## config.mk

```make
export PLATFORM = sky130hd
export DESIGN_NAME = e1_frame_gen
export DESIGN_NICKNAME = d
export VERILOG_FILES = /design/src/rtl/e1_tx_pkg.sv /design/src/rtl/e1_tx_position.sv /design/src/rtl/e1_tx_cfg_latch.sv /design/src/rtl/e1_tx_byte_select.sv /design/src/rtl/e1_tx_shifter.sv /design/src/rtl/e1_frame_gen.sv
export SDC_FILE = /design/constraint.sdc
export NUM_CORES = 1
export LEC_CHECK = 0
export ABC_AREA = 0
export CAP_MARGIN = 5
export CORE_AREA = 2 2 64 72
export CTS_CLUSTER_DIAMETER = 50
export DETAILED_ROUTE_END_ITERATION = 7
export DIE_AREA = 0 0 66 74
export SLEW_MARGIN = 10
export SYNTH_ARGS = -nofsm -noshare
export SYNTH_HDL_FRONTEND = slang
export SYNTH_SLANG_ARGS = --single-unit
```

## constraint.sdc

```tcl
create_clock -name clk -period 2.9 [get_ports clk]
set_input_delay 0.58 -clock clk [delete_from_list [all_inputs] [get_ports clk]]
set_output_delay 0.58 -clock clk [all_outputs]
set_load 0.1 [all_outputs]
```

## src/rtl/e1_tx_pkg.sv

```systemverilog
package e1_tx_pkg;

  localparam int BYTE_W = 8;
  localparam int NAT_W  = 5;
  localparam int SPR_W  = 3;

  // Alignment word sent after the check bit in even frames.
  localparam logic [6:0] ALIGN_WORD = 7'b0011011;

  // Slot-0 byte: even frames carry the alignment word; odd frames carry
  // a forced 1, the remote alarm and the national bits.
  function automatic logic [BYTE_W-1:0] slot0_byte(input logic odd,
                                                  input logic chk,
                                                  input logic ralarm,
                                                  input logic [NAT_W-1:0] nat);
    logic [BYTE_W-1:0] b;
    if (odd) b = {chk, 1'b1, ralarm, nat};
    else     b = {chk, ALIGN_WORD};
    return b;
  endfunction

  // Multiframe alignment byte for slot 16 of frame 0.
  function automatic logic [BYTE_W-1:0] mfa_byte(input logic alarm,
                                                 input logic [SPR_W-1:0] spare);
    return {4'b0000, spare[2], alarm, spare[1:0]};
  endfunction

  // A slot is fetched from the source unless the block builds it itself.
  function automatic logic slot_is_fetched(input int unsigned slot,
                                           input int unsigned frame,
                                           input int unsigned sig_slot);
    return (slot != 0) && !((slot == sig_slot) && (frame == 0));
  endfunction

endpackage

```

## src/rtl/e1_tx_position.sv

```systemverilog
module e1_tx_position #(
  parameter int SLOTS  = 32,
  parameter int BITS   = 8,
  parameter int FRAMES = 16,
  localparam int SW = $clog2(SLOTS),
  localparam int BW = $clog2(BITS),
  localparam int FW = $clog2(FRAMES)
) (
  input  logic          clk,
  input  logic          rst_n,
  input  logic          bit_en,
  output logic [BW-1:0] pos_bit,
  output logic [SW-1:0] pos_slot,
  output logic [FW-1:0] pos_frame,
  output logic          slot_step,
  output logic [SW-1:0] nxt_slot,
  output logic [FW-1:0] nxt_frame
);

  logic last_bit, last_slot, last_frame;

  assign last_bit   = (pos_bit   == BW'(BITS - 1));
  assign last_slot  = (pos_slot  == SW'(SLOTS - 1));
  assign last_frame = (pos_frame == FW'(FRAMES - 1));
  assign slot_step  = bit_en && last_bit;

  always_comb begin
    nxt_slot  = last_slot ? '0 : pos_slot + SW'(1);
    nxt_frame = pos_frame;
    if (last_slot) nxt_frame = last_frame ? '0 : pos_frame + FW'(1);
  end

  // Reset parks the counters on the last bit of the last frame, so the
  // first enable lands on bit 0 of slot 0 of frame 0.
  always_ff @(posedge clk or negedge rst_n) begin
    if (!rst_n) begin
      pos_bit   <= BW'(BITS - 1);
      pos_slot  <= SW'(SLOTS - 1);
      pos_frame <= FW'(FRAMES - 1);
    end else if (bit_en) begin
      if (last_bit) begin
        pos_bit   <= '0;
        pos_slot  <= nxt_slot;
        pos_frame <= nxt_frame;
      end else begin
        pos_bit <= pos_bit + BW'(1);
      end
    end
  end

endmodule

```

## src/rtl/e1_tx_cfg_latch.sv

```systemverilog
module e1_tx_cfg_latch
  import e1_tx_pkg::*;
(
  input  logic             clk,
  input  logic             rst_n,
  input  logic             frame_load,
  input  logic             mf_alarm,
  input  logic [SPR_W-1:0] mf_spare,
  output logic             mf_alarm_q,
  output logic [SPR_W-1:0] mf_spare_q
);

  always_ff @(posedge clk or negedge rst_n) begin
    if (!rst_n) begin
      mf_alarm_q <= 1'b0;
      mf_spare_q <= '0;
    end else if (frame_load) begin
      mf_alarm_q <= mf_alarm;
      mf_spare_q <= mf_spare;
    end
  end

endmodule

```

## src/rtl/e1_tx_byte_select.sv

```systemverilog
module e1_tx_byte_select
  import e1_tx_pkg::*;
#(
  parameter int SW       = 5,
  parameter int FW       = 4,
  parameter int SIG_SLOT = 16
) (
  input  logic [SW-1:0]     nxt_slot,
  input  logic [FW-1:0]     nxt_frame,
  input  logic [FW-1:0]     cur_frame,
  input  logic [BYTE_W-1:0] chan_data,
  input  logic              crc_bit,
  input  logic              remote_alarm,
  input  logic [NAT_W-1:0]  nat_bits,
  input  logic              mf_alarm_q,
  input  logic [SPR_W-1:0]  mf_spare_q,
  output logic [BYTE_W-1:0] load_byte
);

  always_comb begin
    if (nxt_slot == '0)
      load_byte = slot0_byte(nxt_frame[0], crc_bit, remote_alarm, nat_bits);
    else if (nxt_slot == SW'(SIG_SLOT) && cur_frame == '0)
      load_byte = mfa_byte(mf_alarm_q, mf_spare_q);
    else
      load_byte = chan_data;
  end

endmodule

```

## src/rtl/e1_tx_shifter.sv

```systemverilog
module e1_tx_shifter #(
  parameter int BITS = 8
) (
  input  logic            clk,
  input  logic            rst_n,
  input  logic            bit_en,
  input  logic            load,
  input  logic [BITS-1:0] load_byte,
  output logic            ser_out
);

  logic [BITS-1:0] sr;

  always_ff @(posedge clk or negedge rst_n) begin
    if (!rst_n)      sr <= '1;
    else if (load)   sr <= load_byte;
    else if (bit_en) sr <= {sr[BITS-2:0], 1'b1};
  end

  assign ser_out = sr[BITS-1];

endmodule

```

## src/rtl/e1_frame_gen.sv

```systemverilog
module e1_frame_gen
  import e1_tx_pkg::*;
#(
  parameter int SLOTS  = 32,
  parameter int FRAMES = 16
) (
  input  logic                       clk,
  input  logic                       rst_n,
  input  logic                       bit_en,
  input  logic [7:0]                 chan_data,
  input  logic                       crc_bit,
  input  logic                       remote_alarm,
  input  logic [4:0]                 nat_bits,
  input  logic                       mf_alarm,
  input  logic [2:0]                 mf_spare,
  output logic                       tx_bit,
  output logic                       frame_sync,
  output logic                       mf_sync,
  output logic                       req_valid,
  output logic [$clog2(SLOTS)-1:0]   req_slot,
  output logic [$clog2(FRAMES)-1:0]  req_frame
);

  localparam int SW       = $clog2(SLOTS);
  localparam int BW       = $clog2(BYTE_W);
  localparam int FW       = $clog2(FRAMES);
  localparam int SIG_SLOT = SLOTS / 2;

  // Position and timing events, named so the checker can use them.
  logic [BW-1:0]     pos_bit;
  logic [SW-1:0]     pos_slot;
  logic [FW-1:0]     pos_frame;
  logic              slot_step;
  logic [SW-1:0]     nxt_slot;
  logic [FW-1:0]     nxt_frame;
  logic              frame_load;
  logic              mf_alarm_q;
  logic [SPR_W-1:0]  mf_spare_q;
  logic [BYTE_W-1:0] load_byte;
  logic [SW-1:0]     ahead_slot;

  e1_tx_position #(.SLOTS(SLOTS), .BITS(BYTE_W), .FRAMES(FRAMES)) u_pos (
    .clk(clk), .rst_n(rst_n), .bit_en(bit_en),
    .pos_bit(pos_bit), .pos_slot(pos_slot), .pos_frame(pos_frame),
    .slot_step(slot_step), .nxt_slot(nxt_slot), .nxt_frame(nxt_frame)
  );

  assign frame_load = slot_step && (nxt_slot == '0);

  e1_tx_cfg_latch u_cfg (
    .clk(clk), .rst_n(rst_n), .frame_load(frame_load),
    .mf_alarm(mf_alarm), .mf_spare(mf_spare),
    .mf_alarm_q(mf_alarm_q), .mf_spare_q(mf_spare_q)
  );

  e1_tx_byte_select #(.SW(SW), .FW(FW), .SIG_SLOT(SIG_SLOT)) u_sel (
    .nxt_slot(nxt_slot), .nxt_frame(nxt_frame), .cur_frame(pos_frame),
    .chan_data(chan_data), .crc_bit(crc_bit), .remote_alarm(remote_alarm),
    .nat_bits(nat_bits), .mf_alarm_q(mf_alarm_q), .mf_spare_q(mf_spare_q),
    .load_byte(load_byte)
  );

  e1_tx_shifter #(.BITS(BYTE_W)) u_shift (
    .clk(clk), .rst_n(rst_n), .bit_en(bit_en), .load(slot_step),
    .load_byte(load_byte), .ser_out(tx_bit)
  );

  // Request the byte for the following slot during the first bit of the
  // current one; the last slot never requests (slot 0 is built locally).
  assign ahead_slot = pos_slot + SW'(1);
  assign req_slot   = ahead_slot;
  assign req_frame  = pos_frame;
  assign req_valid  = (pos_bit == '0) && (pos_slot != SW'(SLOTS - 1)) &&
                      slot_is_fetched(int'(ahead_slot), int'(pos_frame), SIG_SLOT);

  assign frame_sync = (pos_slot == '0) && (pos_bit == '0);
  assign mf_sync    = frame_sync && (pos_frame == '0);

endmodule

```

==> metrics.md <==
| Metric | Value |
|---|---|
| Status | finished clean |
| IO Port Bufs | 34 |
| Via-to-Cell Ratio | 5.60 |
| Max clock buf depth | 2 |
| Layout Nets | 226 |
| Critical Path RT | 2.32 ns |
| Worst slew pin tran | 0.594 ns |
| Max Cap Viol | 0 |
| WL/cell | 16.2 um |
| Yosys reg bits | 24 |
| Critical Path Start Type | flop |
| CTS Sinks | 24 |
| Synth Instances | 158 |
| WHS Path Cells | 2 |
| Adder-cell share of the synthesized area | 7.04% |
| N_diodes | 0 |
| Worst setup margin | 0.206 ns |
| Yosys warns | 0 |
| Crit end category | output pin |
| Cell taking the most area after synthesis | dfstp_2 |
| Share of layout cells above drive strength 1 | 34.0% |
| Die area | 0.00488 mm^2 |
| Initial antenna violation count | 0 |
| H-tree level count | 1 |
| TritonCTS buffer count | 3 |
| Share of the synthesized area in the top cell type | 32.9% |
| Root buffer cell | clkbuf_8 |
| Pre-Repair DR Iteration Count | 4 |
| Crit path DAT | 2.11 ns |
| Placement Setup Slack | 0.468 ns |
| Most instantiated cells after synthesis | 20 x dfstp_2, 15 x inv_1, 9 x ha_1, 9 x nand2_1 |
| Fin crit share | 92.9% |
| WL final | 4030 um |
| Final Hold Fails | 0 |
| Initial Utilization | 38.1% |
| Largest family of logic cells by synthesized area | compound AO/OA/AOI/OAI gates |
| Post-CTS Hold Fix Bufs | 0 |
| Setup bufs post-CTS | 0 |
| Compound-Gate Fraction of Synth Area | 22.7% |
| Leak Pwr | 0.869 nW |
| Area growth from synthesis to layout | 35.3% |
| ANT nets after route | 0 |
| FILL cells | 395 |
| Setup Crit Path Kind | reg -> out |
| RSZ-0062 raised after global routing | false |
| CP Max Fanout | 8 |
| Hold Crit Start | u_pos.pos_bit[1]$_DFFE_PN1P_ |
| Worst R2R Path Depth | 6 |
| Reg-to-reg endpoint | u_shift.sr[5]$_DFFE_PN1P_ |
| Width of the die | 66 um |
| Vias | 1390 |
| XOR/XNOR share of the synthesized area | 1.64% |
| Period minus WS final | 2.69 ns |
| Most frequent cell after synthesis | dfstp_2 |
| Clock latency on the worst-skew pair | 0.27 ns |
| CTS tree | yes |
| Pin count of the biggest net entering global routing | 15 |
| First-pass GRT wire length | 6620 um |
| GRT Overall Usage | 17.6% |
| Register area share after synthesis | 39.1% |
| Mean post-synth cell area | 10.1 um^2 |
| Share of synthesized cell area in and, or, nand and nor gates | 17.4% |
| R2R setup slack | 0.43 ns |
| Initial detailed-routing violation count | 71 |
| Final setup vio count | 0 |
| I/O pins | 35 |
| Rows | 25 |
| Max Clk Rate | 371 MHz |
| Synth Cell Area | 0.00160 mm^2 |
| Mux contribution to synthesized area | 6.26% |
| Placed cell areas | 0.00209 mm^2 |
| Global placement routability congestion | 0.895 |
| Vias in the first global route | 1372 |
| Worst-path clk slew | 0.09 ns |
| Final Slew Violations | 0 |
| Distinct cell type count after synthesis | 50 |
| Post-DP HPWL | 3160 um |
| EDFF count, synth | 0 |
| Layout Utilization | 51.6% |
| Final Cell Area | 0.00216 mm^2 |
| Peak supply drop | 980 uV |
| Hold worst-path end | u_pos.pos_bit[1]$_DFFE_PN1P_ |
| Reg2Reg Launch Point | u_pos.pos_slot[0]$_DFFE_PN1P_ |
| Most used DFF post-synth | dfstp_2 |
| Drt drc | 0 |
| Total congestion overflow | 0 |
| Die H | 74 um |
| Synth area leaders | dfstp_2 33%, ha_1 7.0%, dfrtp_1 6.3% |
| Pwr per Cell Area | 922 mW/mm^2 |
| Syn Nets | 189 |
| Hold Crit Class | reg -> reg |
| Post-CTS sizing | 0 |
| Setup Skew | 0.00372 ns |
| Rel. slew slack | 60.4% |
| Core area | 0.00419 mm^2 |
| Async SR Flop Fraction | 100% |
-- stage by stage --
stage	setup TNS, ns	total power, mW	std cells	hold slack, ns
global route	0	2.10	248	0.555
detailed placement	0	1.71	244	0.506
CTS	0	2.01	248	0.519
floorplan	-0.367	1.44	158	0.284
global placement	0	1.68	244	0.497
finish	0	1.99	248	0.517
-- how the worst max path moves through the flow --
stage | endpoint | from
floorplan | mf_sync | u_pos.pos_slot[0]$_DFFE_PN1P_
global placement | u_shift.sr[1]$_DFFE_PN1P_ | u_pos.pos_slot[0]$_DFFE_PN1P_
detailed placement | u_shift.sr[5]$_DFFE_PN1P_ | u_pos.pos_slot[0]$_DFFE_PN1P_
CTS | req_valid | u_pos.pos_slot[0]$_DFFE_PN1P_
global route | req_valid | u_pos.pos_slot[0]$_DFFE_PN1P_
finish | req_valid | u_pos.pos_slot[0]$_DFFE_PN1P_
-- registers in the layout (all words and copies together) (netlist names) --
| register | cells |
|---|---|
| u_cfg.mf_alarm_q | 1 |
| u_pos.pos_bit | 3 |
| u_cfg.mf_spare_q | 3 |
| u_pos.pos_slot | 5 |
| u_pos.pos_frame | 4 |
| u_shift.sr | 8 |
-- metal layers --
layer | part of all wire (%) | vias to the layer above | GRT usage (%)
met4 | 1.2 | 0 | 4.54
met2 | 48 | 42 | 28.7
met3 | 4.7 | 8 | 2.57
li1 | - | 663 | -
met5 | 0 | - | 0
met1 | 46 | 677 | 24.9
-- cells in the final DEF, fill, tap and decap left out, drive strengths merged, types with 3 or more instances in the layout --
| cell type | n |
|---|---|
| a21oi | 5 |
| nand2b | 7 |
| nor4 | 6 |
| a31oi | 4 |
| nand3b | 3 |
| o21ai | 8 |
| buf | 19 |
| nor2 | 3 |
| nand2 | 10 |
| ha | 9 |
| a22o | 3 |
| dfstp | 20 |
| a211oi | 6 |
| clkbuf | 3 |
| mux2 | 8 |
| inv | 14 |
| nand3 | 5 |
| a41oi | 3 |
| clkdlybuf4s50 | 21 |
| dfrtp | 4 |
-- power by group --
group / switching (mW) / internal [mW]
logic: 0.736 / 0.375
clock network: 0.112 / 0.185
registers: 0.108 / 0.479
-- worst max-delay path: stages (launching register included) --
cell and delay (ns):
dfstp_2 0.65, ha_1 0.19, and3_1 0.17, ha_1 0.25
nand2_2 0.11, and4_1 0.24, nor3_4 0.05, buf_12 0.19
-- kinds of logic after synthesis --
kind of cell / Yosys count
AO/OA/AOI/OAI: 45
AND/OR/NAND/NOR: 45
flip-flops: 24
buffers and inverters: 23
multiplexers: 9
adder cells (fa/ha/maj): 9
XOR/XNOR: 3
-- area by class of cell --
type	count	area [um^2]	share of cell area, %
inverter	15	60.1	2.78
clock inverter	1	30.0	1.39
sequential	24	633	29.3
timing repair buffer	40	403	18.6
multi-input combinational	111	928	42.9
tap	54	67.6	3.12
clock buffer	3	41.3	1.91
(Power assumes the default switching activity.)
